<file path="config.mk">
export PLATFORM = sky130hd
export DESIGN_NAME = eirq_top
export DESIGN_NICKNAME = d
export VERILOG_FILES = /design/src/rtl/eirq_pkg.sv /design/src/rtl/eirq_sync.sv /design/src/rtl/eirq_sense.sv /design/src/rtl/eirq_arb.sv /design/src/rtl/eirq_top.sv
export SDC_FILE = /design/constraint.sdc
export NUM_CORES = 1
export LEC_CHECK = 0
export BUFFER_PORTS_ARGS = -buffer_cell sky130_fd_sc_hd__buf_2
export CORE_AREA = 2 2 46 48
export CTS_BUF_LIST = sky130_fd_sc_hd__clkbuf_8
export DETAILED_ROUTE_END_ITERATION = 8
export DIE_AREA = 0 0 48 50
export GPL_ROUTABILITY_DRIVEN = 0
export PLACE_DENSITY_LB_ADDON = 0.15
export SYNTH_ARGS = -nofsm -noshare
export SYNTH_HDL_FRONTEND = slang
export SYNTH_SLANG_ARGS = --single-unit
</file>
<file path="constraint.sdc">
create_clock -name clk -period 1.4 [get_ports clk]
set_clock_uncertainty 0.2 [all_clocks]
set_input_delay 0 -clock clk [delete_from_list [all_inputs] [get_ports clk]]
set_output_delay 0 -clock clk [all_outputs]
set_load 0.05 [all_outputs]
</file>
<file path="src/rtl/eirq_pkg.sv">
package eirq_pkg;

  typedef enum logic [1:0] {
    SNS_LOW  = 2'b00,
    SNS_ANY  = 2'b01,
    SNS_FALL = 2'b10,
    SNS_RISE = 2'b11
  } sense_e;

  // Edge trigger decision from the previous and current synchronized level
  function automatic logic edge_hit(sense_e mode, logic prev, logic cur);
    case (mode)
      SNS_ANY:  return prev ^ cur;
      SNS_FALL: return prev & ~cur;
      SNS_RISE: return ~prev & cur;
      default:  return 1'b0;
    endcase
  endfunction

  function automatic logic is_level(sense_e mode);
    return mode == SNS_LOW;
  endfunction

endpackage

</file>
<file path="src/rtl/eirq_sync.sv">
module eirq_sync #(
  parameter int   STAGES  = 2,
  parameter logic RST_VAL = 1'b1
) (
  input  logic clk,
  input  logic rst_n,
  input  logic d,
  output logic q
);
  logic [STAGES-1:0] sr;

  always_ff @(posedge clk or negedge rst_n) begin
    if (!rst_n) sr <= {STAGES{RST_VAL}};
    else        sr <= {sr[STAGES-2:0], d};
  end

  assign q = sr[STAGES-1];
endmodule

</file>
<file path="src/rtl/eirq_sense.sv">
module eirq_sense
  import eirq_pkg::*;
#(
  parameter logic RST_VAL = 1'b1
) (
  input  logic   clk,
  input  logic   rst_n,
  input  logic   lvl,
  input  sense_e mode,
  input  logic   mode_chg,
  input  logic   clr,
  input  logic   ack_hit,
  output logic   edge_evt,
  output logic   level_mode,
  output logic   pending
);
  logic prev_q;
  logic flag_q;
  logic flag_d;

  always_ff @(posedge clk or negedge rst_n) begin
    if (!rst_n) prev_q <= RST_VAL;
    else        prev_q <= lvl;
  end

  assign level_mode = is_level(mode);
  assign edge_evt   = edge_hit(mode, prev_q, lvl) & ~mode_chg;

  always_comb begin
    if (level_mode)          flag_d = 1'b0;
    else if (edge_evt)       flag_d = 1'b1;
    else if (clr || ack_hit) flag_d = 1'b0;
    else                     flag_d = flag_q;
  end

  always_ff @(posedge clk or negedge rst_n) begin
    if (!rst_n) flag_q <= 1'b0;
    else        flag_q <= flag_d;
  end

  assign pending = level_mode ? ~lvl : flag_q;
endmodule

</file>
<file path="src/rtl/eirq_arb.sv">
module eirq_arb #(
  parameter int NPIN     = 2,
  parameter int VEC_W    = 8,
  parameter int VEC_STEP = 2
) (
  input  logic [NPIN-1:0]  req_in,
  input  logic             gie,
  output logic [NPIN-1:0]  req_out,
  output logic [NPIN-1:0]  grant,
  output logic             any,
  output logic [VEC_W-1:0] vec
);
  function automatic logic [VEC_W-1:0] vec_addr(int idx);
    return VEC_W'(VEC_STEP * (idx + 1));
  endfunction

  assign req_out = gie ? req_in : '0;
  assign any     = |req_out;

  always_comb begin
    logic found;
    found = 1'b0;
    grant = '0;
    for (int i = 0; i < NPIN; i++) begin
      if (req_out[i] && !found) begin
        grant[i] = 1'b1;
        found    = 1'b1;
      end
    end
  end

  always_comb begin
    vec = '0;
    for (int i = 0; i < NPIN; i++)
      if (grant[i]) vec = vec_addr(i);
  end
endmodule

</file>
<file path="src/rtl/eirq_top.sv">
module eirq_top
  import eirq_pkg::*;
#(
  parameter int   NPIN        = 2,
  parameter int   SYNC_STAGES = 2,
  parameter logic IDLE_LVL    = 1'b1,
  parameter int   VEC_W       = 8,
  parameter int   VEC_STEP    = 2
) (
  input  logic              clk,
  input  logic              rst_n,
  input  logic [NPIN-1:0]   pin_i,
  input  logic              sense_we,
  input  logic [2*NPIN-1:0] sense_wdata,
  input  logic              mask_we,
  input  logic [NPIN-1:0]   mask_wdata,
  input  logic              clr_we,
  input  logic [NPIN-1:0]   clr_wdata,
  input  logic              irq_ack_i,
  input  logic              reti_i,
  output logic [NPIN-1:0]   irq_req_o,
  output logic              irq_any_o,
  output logic [VEC_W-1:0]  irq_vec_o,
  output logic [NPIN-1:0]   flag_o,
  output logic              gie_o
);
  logic [NPIN-1:0] mask_q;
  logic            gie_q;
  logic [NPIN-1:0] lvl_w;
  logic [NPIN-1:0] code_chg_w;
  logic [NPIN-1:0] edge_w;
  logic [NPIN-1:0] lvl_mode_w;
  logic [NPIN-1:0] pend_w;
  logic [NPIN-1:0] grant_w;
  logic            ack_take_w;

  assign ack_take_w = irq_ack_i & irq_any_o;

  for (genvar i = 0; i < NPIN; i++) begin : g_pin
    sense_e code_q;
    sense_e code_new;

    assign code_new      = sense_e'(sense_wdata[2*i +: 2]);
    assign code_chg_w[i] = sense_we && (code_new != code_q);

    always_ff @(posedge clk or negedge rst_n) begin
      if (!rst_n)        code_q <= SNS_LOW;
      else if (sense_we) code_q <= code_new;
    end

    eirq_sync #(.STAGES(SYNC_STAGES), .RST_VAL(IDLE_LVL)) u_sync (
      .clk (clk),
      .rst_n (rst_n),
      .d   (pin_i[i]),
      .q   (lvl_w[i])
    );

    eirq_sense #(.RST_VAL(IDLE_LVL)) u_sense (
      .clk        (clk),
      .rst_n      (rst_n),
      .lvl        (lvl_w[i]),
      .mode       (code_q),
      .mode_chg   (code_chg_w[i]),
      .clr        (clr_we & clr_wdata[i]),
      .ack_hit    (ack_take_w & grant_w[i]),
      .edge_evt   (edge_w[i]),
      .level_mode (lvl_mode_w[i]),
      .pending    (pend_w[i])
    );
  end

  always_ff @(posedge clk or negedge rst_n) begin
    if (!rst_n)       mask_q <= '0;
    else if (mask_we) mask_q <= mask_wdata;
  end

  always_ff @(posedge clk or negedge rst_n) begin
    if (!rst_n)          gie_q <= 1'b0;
    else if (ack_take_w) gie_q <= 1'b0;
    else if (reti_i)     gie_q <= 1'b1;
  end

  eirq_arb #(.NPIN(NPIN), .VEC_W(VEC_W), .VEC_STEP(VEC_STEP)) u_arb (
    .req_in  (pend_w & mask_q),
    .gie     (gie_q),
    .req_out (irq_req_o),
    .grant   (grant_w),
    .any     (irq_any_o),
    .vec     (irq_vec_o)
  );

  assign flag_o = pend_w;
  assign gie_o  = gie_q;
endmodule

</file>
==> impl_metrics.prom <==
# TYPE chip_impl_metric gauge
chip_impl_metric{name="yosysTopAreaCellShare",unit="%"} 27.7
chip_impl_metric{name="worstPathMaxFanout",unit=""} 4
chip_impl_info{name="cts.root.buffer_cell",value="clkbuf_8"} 1
chip_impl_metric{name="clk-insertion-delay-late",unit="ps"} 250
chip_impl_metric{name="number_of_antenna_violations_at_the_first_check_in_global_routing",unit=""} 0
chip_impl_metric{name="num-fill-cells",unit=""} 133
chip_impl_metric{name="seq_area_frac_synth",unit="%"} 47.1
chip_impl_metric{name="synthesis.area_per_instance",unit="um^2"} 10.0
chip_impl_metric{name="maxCapViolCount",unit=""} 0
chip_impl_metric{name="dp_worst_setup_slack",unit="ps"} -196
chip_impl_info{name="outcome",value="finished, violations left"} 1
chip_impl_metric{name="finalMaxSlewViolations",unit=""} 0
chip_impl_info{name="violations",value="setup timing"} 1
chip_impl_metric{name="area_delta_synth_final",unit="%"} 75.4
chip_impl_metric{name="hpwlAfterDp",unit="um"} 1230
chip_impl_metric{name="final_cells",unit=""} 169
chip_impl_metric{name="postRouteWirelength",unit="um"} 1970
chip_impl_metric{name="postRouteAntennaNets",unit=""} 0
chip_impl_info{name="cpMaxStageDelayCell",value="dfrtp_1"} 1
chip_impl_info{name="cell_chain_of_the_critical_path",value="o21ba_4, a211oi_4, nor2b_4, buf_8"} 1
chip_impl_metric{name="diodes",unit=""} 0
chip_impl_info{name="timing.critical_path.to_type",value="output port"} 1
chip_impl_metric{name="crit_path_largest_cell_delay",unit="ps"} 430
chip_impl_metric{name="hold_violations",unit=""} 0
chip_impl_metric{name="synth.cell_area",unit="um^2"} 813
chip_impl_info{name="worstHoldPathType",value="reg -> reg"} 1
chip_impl_metric{name="cts_max_level",unit=""} 1
chip_impl_info{name="criticalPathCategory",value="reg -> out"} 1
chip_impl_metric{name="power_switching",unit="uW"} 526
chip_impl_metric{name="irDropWorstVdd",unit="V"} 0.000767
chip_impl_metric{name="cellLeakagePower",unit="nW"} 0.672
chip_impl_metric{name="pwr-share-seq",unit="%"} 34.7
chip_impl_info{name="critPathLaunch",value="g_pin[1].code_q[0]"} 1
chip_impl_metric{name="design.portCount",unit=""} 31
chip_impl_metric{name="initial_core_util",unit="%"} 42.8
chip_impl_metric{name="cts.clk_slew.worst_paths",unit="ps"} 60
chip_impl_metric{name="number_of_buffers_created_by_cts",unit=""} 3
chip_impl_metric{name="first_pass_grt_wire_length",unit="um"} 3230
chip_impl_metric{name="route.detailed.vias_per_inst",unit=""} 4.54
chip_impl_metric{name="synthesis.instances",unit=""} 81
chip_impl_info{name="cpLargestDelayFamily",value="compound AO/OA/AOI/OAI gates"} 1
chip_impl_info{name="rsz0062_at_grt",value="true"} 1
chip_impl_metric{name="cp_data_arrival_time",unit="ps"} 1520
chip_impl_metric{name="timing.final.crit_period",unit="ps"} 1720
chip_impl_metric{name="drcViolationCount",unit=""} 0
chip_impl_metric{name="tritoncts_num_sinks",unit=""} 15
chip_impl_info{name="cts_tree",value="yes"} 1
chip_impl_metric{name="firstDrtPassIters",unit=""} 4
chip_impl_metric{name="drive_gt1_share",unit="%"} 51.4
chip_impl_metric{name="critPathRequiredTime",unit="ps"} 1200
chip_impl_metric{name="clock_tree.buffer_depth",unit=""} 2
chip_impl_metric{name="post-route-worst-setup-slack",unit="ps"} -320
chip_impl_metric{name="power_switching_share",unit="%"} 35.4
chip_impl_metric{name="yosys.cell_types.count",unit=""} 28
chip_impl_metric{name="wl_per_cell",unit="um"} 11.7
chip_impl_metric{name="dr_total_vias",unit=""} 768
chip_impl_metric{name="fp.dieArea",unit="um^2"} 2400
chip_impl_metric{name="die-width",unit="um"} 48
chip_impl_metric{name="crit_buf_inv",unit=""} 1
chip_impl_metric{name="vias_in_the_first_global_route",unit=""} 783
chip_impl_metric{name="grt_max_degree",unit=""} 16
chip_impl_metric{name="power_report.internal_total",unit="uW"} 960
chip_impl_info{name="timing.critical_path.from_type",value="flip-flop"} 1
chip_impl_metric{name="ys_ff_latch",unit=""} 15
chip_impl_metric{name="floorplan.core_area",unit="um^2"} 1900
chip_impl_info{name="hold_start",value="g_pin[0].u_sync.sr[0]"} 1
chip_impl_metric{name="rows",unit=""} 16
chip_impl_metric{name="comb_power_share",unit="%"} 41.4
chip_impl_metric{name="timing.final.setup_violations",unit=""} 10
chip_impl_metric{name="fmax",unit="MHz"} 581
chip_impl_metric{name="finish.net_count",unit=""} 164
chip_impl_metric{name="die_h",unit="um"} 50
chip_impl_metric{name="pwr_density_cell",unit="nW/um^2"} 1040
chip_impl_metric{name="synth.yosys.warnings",unit=""} 0
chip_impl_metric{name="grt.total_usage",unit="%"} 19.3
chip_impl_metric{name="clock_power_share",unit="%"} 23.9
chip_impl_info{name="synth_area_leader_cell",value="dfrtp_1"} 1
chip_impl_info{name="synth_top_cells_by_area",value="dfrtp_1, dfstp_2, buf_4"} 1
chip_impl_metric{name="numPlacedInstances",unit=""} 140
chip_impl_metric{name="placement.io_buffers",unit=""} 24
chip_impl_metric{name="detail_route.iter0.violations",unit=""} 4
chip_impl_metric{name="grt.overflow.total",unit=""} 0
chip_impl_info{name="worst_r2r_startpoint",value="g_pin[0].code_q[1]"} 1
chip_impl_metric{name="reg2reg_setup_slack",unit="ps"} -300
chip_impl_metric{name="fin_crit_sh",unit="%"} 123
[cells in the final DEF, fill, tap and decap left out, types with 2 or more instances in the layout]
cell type and instances:
buf_4 19, dlygate4sd3_1 17, buf_2 17, nand2_1 8, inv_1 8, o21ai_0 7
dfrtp_1 7, conb_1 6, dfstp_2 6, buf_8 4, ha_1 3, clkbuf_8 3
buf_6 3, a21oi_4 2, a21oi_2 2, nand3b_1 2, o22ai_1 2, nand3_1 2
mux2_2 2, dfrtp_2 2
[metal layers]
metal	vias up	routed length [um]	part of all wire, %	GRT usage, %
met1	353	832	42	21.6
met4	0	40	2.0	9.46
li1	383	-	-	-
met5	-	0	0	0
met3	5	74	3.7	3.30
met2	27	1030	52	33.1
[cell usage after synthesis]
library cell and count:
nor2b_1 1, o22ai_1 2, dfrtp_1 9, o221ai_1 1
o21ai_1 1, a22oi_1 1, nand2_1 9, nand3_1 2
a32o_1 1, nand4_1 1, nor2_1 2, o21ai_0 7
nand3b_1 2, ha_1 4, or3_4 1, a21oi_1 4
buf_4 8, a211oi_4 1, mux2_2 2, inv_1 9
o21ba_1 1, a31oi_1 1, clkbuf_1 1, conb_1 1
a21oi_4 1, o22a_1 1, or2_1 1, dfstp_2 6
[power by group through the flow]
stage,clock network [mW],registers [mW],logic (mW)
2_1_floorplan,0,0.537,0.313
3_3_place_gp,0,0.516,0.448
3_5_place_dp,0,0.517,0.450
4_1_cts,0.361,0.513,0.587
5_1_grt,0.379,0.522,0.660
6_report,0.355,0.516,0.615
[layout make-up]
| type | instances | area [um^2] | area share, % |
|---|---|---|---|
| multi-input combinational | 53 | 427 | 29.9 |
| clock buffer | 3 | 41.3 | 2.89 |
| inverter | 9 | 36.3 | 2.54 |
| sequential | 15 | 385 | 27.0 |
| tap | 27 | 33.8 | 2.37 |
| timing repair buffer | 61 | 499 | 35.0 |
| clock inverter | 1 | 3.75 | 0.263 |
[per-stage QoR]
step	hold slack [ps]	area (um^2)	setup TNS [ps]	utilization, %	total power, mW
global placement	-276	1040	-762	54.7	0.964
CTS	157	1390	-2300	73.0	1.46
floorplan	-496	861	-1990	-	0.850
finish	157	1430	-2350	75.0	1.49
global route	158	1430	-2950	75.0	1.56
detailed placement	-275	1040	-940	54.7	0.967
[registers in the layout (all words and copies together), names as in the netlist]
name and flops:
g_pin.u_sync.sr 4, mask_q 2, g_pin.code_q 4, gie_o 1
g_pin.u_sense.prev_q 2, g_pin.u_sense.flag_q 2
[kinds of logic after synthesis]
kind of cell	synth area share [%]
compound gates	19.7
buf+inv	12.0
fa+ha+maj	6.15
simple gates	11.8
other cells	0.461
flops	47.1
mux	2.77
[worst paths after layout]
path,end,cells past startpoint
min in group asynchronous,g_pin[1].u_sense.flag_q,3
worst min-delay path,g_pin[0].u_sync.sr[1],0
worst max-delay path,irq_vec_o[2],4
worst min register to register,g_pin[0].u_sync.sr[1],0
max in group asynchronous,g_pin[1].u_sync.sr[1],3
worst max register to register,gie_o,7
[repair_timing]
item	CTS	global route
endpoints found under the hold margin	26	0
pin swaps	5	7
gates resized for setup	24	6
hold buffers	17	0
setup buffers	7	2
setup endpoints to repair	10	10
(Power assumes the default switching activity.)
